## src/rtl/supv_pkg.sv

```systemverilog
package supv_pkg;

  // Number of clock cycles in a span of microseconds
  function automatic int unsigned us_to_cycles(input int unsigned clk_hz,
                                               input int unsigned us);
    return (clk_hz / 1_000_000) * us;
  endfunction

  // Number of clock cycles in a span of nanoseconds, rounded up
  function automatic int unsigned ns_to_cycles(input int unsigned clk_hz,
                                               input int unsigned ns);
    int unsigned raw;
    raw = (clk_hz / 1_000_000) * ns;
    return (raw + 999) / 1000;
  endfunction

endpackage

```

## src/rtl/supv_sync2.sv

```systemverilog
module supv_sync2 #(
  parameter bit RST_VAL = 1'b1
) (
  input  logic clk,
  input  logic rst_n,
  input  logic async_i,
  output logic sync_o
);

  logic meta_q;
  logic stable_q;

  always_ff @(posedge clk or negedge rst_n) begin
    if (!rst_n) begin
      meta_q   <= RST_VAL;
      stable_q <= RST_VAL;
    end else begin
      meta_q   <= async_i;
      stable_q <= meta_q;
    end
  end

  assign sync_o = stable_q;

endmodule

```

## src/rtl/supv_mr_qual.sv

```systemverilog
module supv_mr_qual #(
  parameter int unsigned QUAL_CYC = 38
) (
  input  logic clk,
  input  logic rst_n,
  input  logic mr_n_sync_i,
  output logic mr_act_o
);

  localparam int unsigned CW = (QUAL_CYC < 2) ? 1 : $clog2(QUAL_CYC);
  localparam logic [CW-1:0] LAST = CW'(QUAL_CYC - 1);

  logic [CW-1:0] run_q, run_d;
  logic          act_q, act_d;
  logic          run_en;

  // Count consecutive low samples; the count stops at the qualifying value
  always_comb begin
    run_d  = run_q;
    act_d  = act_q;
    run_en = 1'b0;
    if (mr_n_sync_i) begin
      run_d  = '0;
      act_d  = 1'b0;
      run_en = 1'b1;
    end else if (!act_q) begin
      if (run_q == LAST) begin
        act_d = 1'b1;
      end else begin
        run_d  = run_q + 1'b1;
        run_en = 1'b1;
      end
    end
  end

  always_ff @(posedge clk or negedge rst_n) begin
    if (!rst_n) begin
      run_q <= '0;
      act_q <= 1'b0;
    end else begin
      if (run_en) run_q <= run_d;
      act_q <= act_d;
    end
  end

  assign mr_act_o = act_q;

endmodule

```

## src/rtl/supv_hold_timer.sv

```systemverilog
module supv_hold_timer #(
  parameter int unsigned HOLD_CYC = 50_000_000
) (
  input  logic clk,
  input  logic rst_n,
  input  logic clear_i,
  output logic done_o,
  output logic busy_o
);

  localparam int unsigned CW = (HOLD_CYC < 2) ? 1 : $clog2(HOLD_CYC);
  localparam logic [CW-1:0] LAST = CW'(HOLD_CYC - 1);

  logic [CW-1:0] cnt_q, cnt_d;
  logic          done_q, done_d;
  logic          cnt_en;

  always_comb begin
    cnt_d  = cnt_q;
    done_d = done_q;
    cnt_en = 1'b0;
    if (clear_i) begin
      cnt_d  = '0;
      done_d = 1'b0;
      cnt_en = 1'b1;
    end else if (!done_q) begin
      if (cnt_q == LAST) begin
        done_d = 1'b1;
      end else begin
        cnt_d  = cnt_q + 1'b1;
        cnt_en = 1'b1;
      end
    end
  end

  always_ff @(posedge clk or negedge rst_n) begin
    if (!rst_n) begin
      cnt_q  <= '0;
      done_q <= 1'b0;
    end else begin
      if (cnt_en) cnt_q <= cnt_d;
      done_q <= done_d;
    end
  end

  assign done_o = done_q;
  assign busy_o = (cnt_q != '0) && !done_q;

endmodule

```

## src/rtl/supv_reset_gen.sv

```systemverilog
module supv_reset_gen
  import supv_pkg::*;
#(
  parameter int unsigned CLK_HZ       = 250_000_000,
  parameter int unsigned HOLD_US      = 200_000,
  parameter int unsigned MIN_PULSE_NS = 150
) (
  input  logic clk,
  input  logic rst_n,
  input  logic supply_ok_i,
  input  logic man_rst_n_i,
  output logic sys_rst_n_o,
  output logic hold_busy_o
);

  localparam int unsigned HOLD_CYC = us_to_cycles(CLK_HZ, HOLD_US);
  localparam int unsigned QUAL_CYC = ns_to_cycles(CLK_HZ, MIN_PULSE_NS);

  logic mr_n_sync;
  logic mr_act;
  logic cause;
  logic hold_done;
  logic out_q, out_d;

  supv_sync2 #(.RST_VAL(1'b1)) u_mr_sync (
    .clk     (clk),
    .rst_n   (rst_n),
    .async_i (man_rst_n_i),
    .sync_o  (mr_n_sync)
  );

  supv_mr_qual #(.QUAL_CYC(QUAL_CYC)) u_mr_qual (
    .clk         (clk),
    .rst_n       (rst_n),
    .mr_n_sync_i (mr_n_sync),
    .mr_act_o    (mr_act)
  );

  assign cause = !supply_ok_i || mr_act;

  supv_hold_timer #(.HOLD_CYC(HOLD_CYC)) u_timer (
    .clk     (clk),
    .rst_n   (rst_n),
    .clear_i (cause),
    .done_o  (hold_done),
    .busy_o  (hold_busy_o)
  );

  always_comb begin
    out_d = !cause && hold_done;
  end

  always_ff @(posedge clk or negedge rst_n) begin
    if (!rst_n) out_q <= 1'b0;
    else        out_q <= out_d;
  end

  assign sys_rst_n_o = out_q;

endmodule

```

## config.mk

```make
export PLATFORM = sky130hd
export DESIGN_NAME = supv_reset_gen
export DESIGN_NICKNAME = d
export VERILOG_FILES = /design/src/rtl/supv_pkg.sv /design/src/rtl/supv_sync2.sv /design/src/rtl/supv_mr_qual.sv /design/src/rtl/supv_hold_timer.sv /design/src/rtl/supv_reset_gen.sv
export SDC_FILE = /design/constraint.sdc
export NUM_CORES = 1
export LEC_CHECK = 0
export CAP_MARGIN = 30
export CORE_ASPECT_RATIO = 1.1
export CORE_MARGIN = 2
export CORE_UTILIZATION = 54
export DETAILED_ROUTE_END_ITERATION = 10
export PLACE_DENSITY = 0.83
export SETUP_SLACK_MARGIN = 0.1
export SLEW_MARGIN = 20
export SYNTH_ARGS = -nofsm -noshare
export SYNTH_HDL_FRONTEND = slang
export SYNTH_SLANG_ARGS = --single-unit
export TNS_END_PERCENT = 1
```

## constraint.sdc

```tcl
create_clock -name clk -period 2.2 [get_ports clk]
set_input_delay 0.22 -clock clk [delete_from_list [all_inputs] [get_ports clk]]
set_output_delay 0.22 -clock clk [all_outputs]
set_load 0.03 [all_outputs]
```

==> report_table.html <==
<table>
<tr><th>Metric</th><th>Value</th></tr>
<tr><th colspan="2">STA</th></tr>
<tr><td>Minimum hold slack</td><td>between 200 and 300 ps</td></tr>
<tr><td>Total count of max-transition violations in the final report</td><td>0</td></tr>
<tr><td>Total count of hold-check failures in the final report</td><td>0</td></tr>
<tr><td>Count of final setup violators</td><td>0</td></tr>
<tr><td>Peak Freq</td><td>476 MHz</td></tr>
<tr><td>Remaining max-slew budget at the tightest pin</td><td>0.456</td></tr>
<tr><td>Final Cycle Share</td><td>0.955</td></tr>
<tr><td>Fin crit period</td><td>2100 ps</td></tr>
<tr><td>Slew at the pin with the worst max-slew slack</td><td>slightly above 800 ps</td></tr>
<tr><td>Worst Setup Slack, final</td><td>about 99 ps</td></tr>
<tr><td>Worst clock skew</td><td>12.9 ps</td></tr>
<tr><td>Unrepaired setup endpoints after global routing</td><td>yes</td></tr>
<tr><td>Final setup TNS</td><td>0 ps</td></tr>
<tr><th colspan="2">Floorplan</th></tr>
<tr><td>Initial Util</td><td>0.573</td></tr>
<tr><td>Num rows</td><td>22</td></tr>
<tr><td>Die area</td><td>0.00412 sq mm</td></tr>
<tr><td>Die span in x</td><td>61.4 um</td></tr>
<tr><td>IO Count</td><td>6</td></tr>
<tr><td>Area of the core</td><td>0.00341 sq mm</td></tr>
<tr><td>Vertical die dimension</td><td>67.1 um</td></tr>
<tr><th colspan="2">Worst setup path</th></tr>
<tr><td>Data required, critical path</td><td>2490 ps</td></tr>
<tr><td>CP most frequent cell</td><td>sky130_fd_sc_hd__or4_4</td></tr>
<tr><td>Data arrival time at the worst-slack endpoint</td><td>approximately 2400 ps</td></tr>
<tr><td>Startpoint type of the worst setup path</td><td>register</td></tr>
<tr><td>Critical path cell sequence</td><td>or4_4 &gt; or4_4 &gt; buf_6 &gt; o21ai_0 &gt; a22o_1</td></tr>
<tr><td>Endpoint kind of the worst setup timing path</td><td>register</td></tr>
<tr><td>Cell at the slowest stage of the critical path</td><td>sky130_fd_sc_hd__or4_4</td></tr>
<tr><td>Critical setup path kind</td><td>reg -&gt; reg</td></tr>
<tr><td>Stage delay of the slowest cell on the critical path</td><td>~560 ps</td></tr>
<tr><td>Crit Path Max Fanout</td><td>7</td></tr>
<tr><th colspan="2">Cells and area</th></tr>
<tr><td>Most common cell after layout, fill and taps aside</td><td>sky130_fd_sc_hd__dfrtp_1</td></tr>
<tr><td>Fraction of layout instances using a drive strength above 1</td><td>0.173</td></tr>
<tr><td>Final #Nets</td><td>roughly 230</td></tr>
<tr><td>Area Overhead vs Synth</td><td>18.2%</td></tr>
<tr><td>Highest-count cells in the layout ignoring fill and taps</td><td>sky130_fd_sc_hd__dfrtp_1 (35), sky130_fd_sc_hd__nor2_1 (15), sky130_fd_sc_hd__a21oi_1 (15), sky130_fd_sc_hd__buf_4 (15)</td></tr>
<tr><td>Diodes inserted</td><td>0</td></tr>
<tr><th colspan="2">Drt</th></tr>
<tr><td>Routed wire per std cell</td><td>17.0 um</td></tr>
<tr><td>Via density</td><td>approximately 6.4</td></tr>
<tr><td>Post-detailed-route count of antenna-violating nets</td><td>0</td></tr>
<tr><td>Overall via count from detail_route</td><td>1742</td></tr>
<tr><td>Top Metal Used</td><td>met4</td></tr>
<tr><td>Routed length on met2</td><td>2.33 mm</td></tr>
<tr><td>Drt pass-1 iters</td><td>4</td></tr>
<tr><td>Total met3 wirelength after detailed routing</td><td>between 150 and 200 um</td></tr>
<tr><td>WL final</td><td>approximately 4.6 mm</td></tr>
<tr><td>Number of violations reported at the end of detailed-routing iteration 0</td><td>86</td></tr>
<tr><td>Routed metal-1 wirelength</td><td>slightly above 2 mm</td></tr>
<tr><td># DRC</td><td>0</td></tr>
<tr><th colspan="2">Synthesis</th></tr>
<tr><td>Netlist area before placement</td><td>about 0.002 sq mm</td></tr>
<tr><td>Syn Nets</td><td>209</td></tr>
<tr><td>Number of synthesis warnings</td><td>0</td></tr>
<tr><td>Area fraction of the dominant cell type after synthesis</td><td>0.448</td></tr>
<tr><td>Mapped Cells</td><td>201</td></tr>
<tr><td>Main area contributors after synthesis</td><td>sky130_fd_sc_hd__dfrtp_1 (45%), sky130_fd_sc_hd__a21oi_1 (3.8%), sky130_fd_sc_hd__or4_1 (3.5%)</td></tr>
<tr><td>Synthesized flop and latch total</td><td>37</td></tr>
<tr><td>Register area share after synthesis</td><td>0.474</td></tr>
<tr><td>Number of different library cells in the post-synthesis netlist</td><td>40</td></tr>
<tr><td>Dominant cell type by area after synthesis</td><td>sky130_fd_sc_hd__dfrtp_1</td></tr>
<tr><td>Syn_area_per_cell</td><td>9.74 sq um</td></tr>
<tr><th colspan="2">Hold path</th></tr>
<tr><td>Class of the worst hold path</td><td>in -&gt; reg</td></tr>
<tr><th colspan="2">Outcome</th></tr>
<tr><td>Outcome</td><td>complete, no violations</td></tr>
<tr><th colspan="2">Clock network</th></tr>
<tr><td>Clock transition at path regs</td><td>130 ps</td></tr>
<tr><td>Number of sinks on the clock net</td><td>37</td></tr>
<tr><td>Maximum number of buffers from clock root to sink</td><td>2</td></tr>
<tr><td>Clock root buffer</td><td>sky130_fd_sc_hd__clkbuf_4</td></tr>
<tr><td>H-tree Lvls</td><td>2</td></tr>
<tr><td>Clock buffer count from CTS</td><td>5</td></tr>
<tr><td>Clock latency of the later-clocked register in the worst-skew pair</td><td>350 ps</td></tr>
<tr><td>CTS tree</td><td>yes</td></tr>
<tr><th colspan="2">Pwr</th></tr>
<tr><td>Peak VDD IR</td><td>552 uV</td></tr>
<tr><td>Leakage</td><td>0.975 nW</td></tr>
<tr><td>Switching share of power</td><td>0.240</td></tr>
<tr><td>Switching power of the nets</td><td>0.315 mW</td></tr>
<tr><td>Clock network fraction of total power</td><td>0.394</td></tr>
<tr><td>Register share of total power</td><td>0.538</td></tr>
<tr><td>Combinational Power Share</td><td>0.068</td></tr>
<tr><td>Int Power</td><td>0.998 mW</td></tr>
<tr><td>Power density over cell area</td><td>568 mW/mm^2</td></tr>
<tr><td>Total design power</td><td>about 1.3 mW</td></tr>
<tr><th colspan="2">GRT</th></tr>
<tr><td>Via count of the first global-routing pass</td><td>1701</td></tr>
<tr><td>Global route overflow</td><td>0</td></tr>
<tr><td>Overall track demand over capacity in global routing</td><td>0.257</td></tr>
<tr><td>Initial antenna violation count</td><td>0</td></tr>
<tr><td>Pin count of the biggest net entering global routing</td><td>38</td></tr>
<tr><td>Global-route wire length before repair</td><td>around 7.9 mm</td></tr>
<tr><th colspan="2">Place</th></tr>
<tr><td>Weighted congestion at the end of routability-driven global placement</td><td>0.898</td></tr>
<tr><td>Placement Setup Slack</td><td>48.0 ps</td></tr>
<tr><td>HPWL after detailed placement</td><td>3.10 mm</td></tr>
<tr><td>Port Buffer Count</td><td>5</td></tr>
<tr><th colspan="2">Run</th></tr>
<tr><td>Max Cap Viol</td><td>0</td></tr>
</table>
cell type report:
cell class              instances  area, sq um
fillers                       271         1100
multi-input cells             154         1050
flip-flops and latches         37          928
repair buffers                 21          169
well taps                      48         60.1
clock buffers                   6         51.3
clock inverters                 2         37.5
inverters                       5         18.8
path summary, 6_finish.rpt:
check | start | endpoint | slack (ps) | cells after the start
setup reg to reg | u_timer.cnt_q[9]$_DFFE_PN0P_ | u_timer.cnt_q[6]$_DFFE_PN0P_ | 100 | 5
hold reg to reg | u_mr_sync.meta_q$_DFF_PN1_ | u_mr_sync.sync_o$_DFF_PN1_ | 370 | 0
min in group asynchronous | rst_n | u_timer.cnt_q[23]$_DFFE_PN0P_ | 480 | 2
hold / removal | man_rst_n_i | u_mr_sync.meta_q$_DFF_PN1_ | 270 | 1
max in group asynchronous | rst_n | u_timer.cnt_q[4]$_DFFE_PN0P_ | 1200 | 2
setup / recovery | u_timer.cnt_q[9]$_DFFE_PN0P_ | u_timer.cnt_q[6]$_DFFE_PN0P_ | 100 | 5
per-layer routing:
metal  vias up  GRT usage
li1        813          -
met1       867      0.346
met2        54      0.414
met3         8     0.0479
met4         0     0.0957
met5         -          0
power by group through the flow:
stage	Combinational [mW]	Sequential (mW)	Clock, mW
after floorplan	0.0464	0.715	0
after CTS	0.0838	0.706	0.511
after detailed placement	0.0826	0.719	0
after global routing	0.101	0.709	0.545
final	0.0891	0.706	0.518
after global placement	0.0786	0.717	0
state kept, by name, indices dropped and copies added, names as in the netlist:
signal,count
u_timer.cnt_q,26
u_mr_qual.run_q,6
sys_rst_n_o,1
u_mr_qual.mr_act_o,1
u_mr_sync.meta_q,1
u_mr_sync.sync_o,1
u_timer.done_o,1
critical path: cells and delay by family, from the launching register on:
kind,cells,cell delay [ps]
buffers and inverters,1,160
and+or+nand+nor,2,1110
DFF,1,410
AOI/OAI and AO/OA,2,360
synth_stat cells:
| master | count |
|---|---|
| sky130_fd_sc_hd__dfrtp_1 | 35 |
| sky130_fd_sc_hd__a21oi_1 | 15 |
| sky130_fd_sc_hd__nor2_1 | 15 |
| sky130_fd_sc_hd__o21ai_0 | 11 |
| sky130_fd_sc_hd__nand2_1 | 10 |
| sky130_fd_sc_hd__nand4_1 | 10 |
| sky130_fd_sc_hd__or4_1 | 9 |
| sky130_fd_sc_hd__a22o_1 | 7 |
| sky130_fd_sc_hd__o31ai_1 | 7 |
| sky130_fd_sc_hd__or3_1 | 7 |
| sky130_fd_sc_hd__and2_1 | 5 |
| sky130_fd_sc_hd__and3_1 | 5 |
| sky130_fd_sc_hd__inv_1 | 5 |
| sky130_fd_sc_hd__nand3_1 | 5 |
| sky130_fd_sc_hd__nor4_1 | 5 |
| sky130_fd_sc_hd__o22ai_1 | 5 |
| sky130_fd_sc_hd__xor2_1 | 5 |
| sky130_fd_sc_hd__ha_1 | 4 |
| sky130_fd_sc_hd__nand2b_1 | 4 |
| sky130_fd_sc_hd__nor2b_1 | 4 |
| sky130_fd_sc_hd__clkbuf_1 | 3 |
| sky130_fd_sc_hd__nand4b_1 | 3 |
| sky130_fd_sc_hd__and4_1 | 2 |
| sky130_fd_sc_hd__and4b_1 | 2 |
| sky130_fd_sc_hd__dfstp_2 | 2 |
| sky130_fd_sc_hd__nand3b_1 | 2 |
| sky130_fd_sc_hd__a211oi_1 | 1 |
| sky130_fd_sc_hd__a21bo_2 | 1 |
| sky130_fd_sc_hd__a31oi_1 | 1 |
| sky130_fd_sc_hd__a32o_1 | 1 |
| sky130_fd_sc_hd__and3b_1 | 1 |
| sky130_fd_sc_hd__buf_1 | 1 |
| sky130_fd_sc_hd__buf_2 | 1 |
| sky130_fd_sc_hd__mux2i_1 | 1 |
| sky130_fd_sc_hd__nor3_1 | 1 |
| sky130_fd_sc_hd__nor3b_1 | 1 |
| sky130_fd_sc_hd__o211ai_1 | 1 |
| sky130_fd_sc_hd__o21a_4 | 1 |
| sky130_fd_sc_hd__or3b_2 | 1 |
| sky130_fd_sc_hd__xnor2_1 | 1 |
logic make-up (layout without fill, tap and decap cells):
family	Yosys count	after routing	share of synthesized area
and+or+nand+nor	92	92	0.279
DFF	37	37	0.474
buffers and inverters	10	34	0.0198
AOI/OAI and AO/OA	51	51	0.169
adders and majority gates	4	4	0.0256
muxes	1	1	0.00512
xor gates and xnor gates	6	6	0.0269
through the flow:
stage / std cells / cell area [sq um] / util
finish: 273 / 2310 / 0.677
global route: 273 / 2310 / 0.677
CTS: 271 / 2250 / 0.659
detailed placement: 262 / 2140 / 0.627
global placement: 262 / 2140 / 0.627
floorplan: 201 / 1960 / -
what timing repair did:
item | in CTS | in global routing
gates resized for setup | 8 | 11
endpoints found under the hold margin | 35 | 0
setup buffers | 0 | 2
hold buffers | 1 | 0
endpoints found under the setup margin | 9 | 10
pin swaps | 1 | 5
No activity file was read; power rests on OpenSTA's default activity.
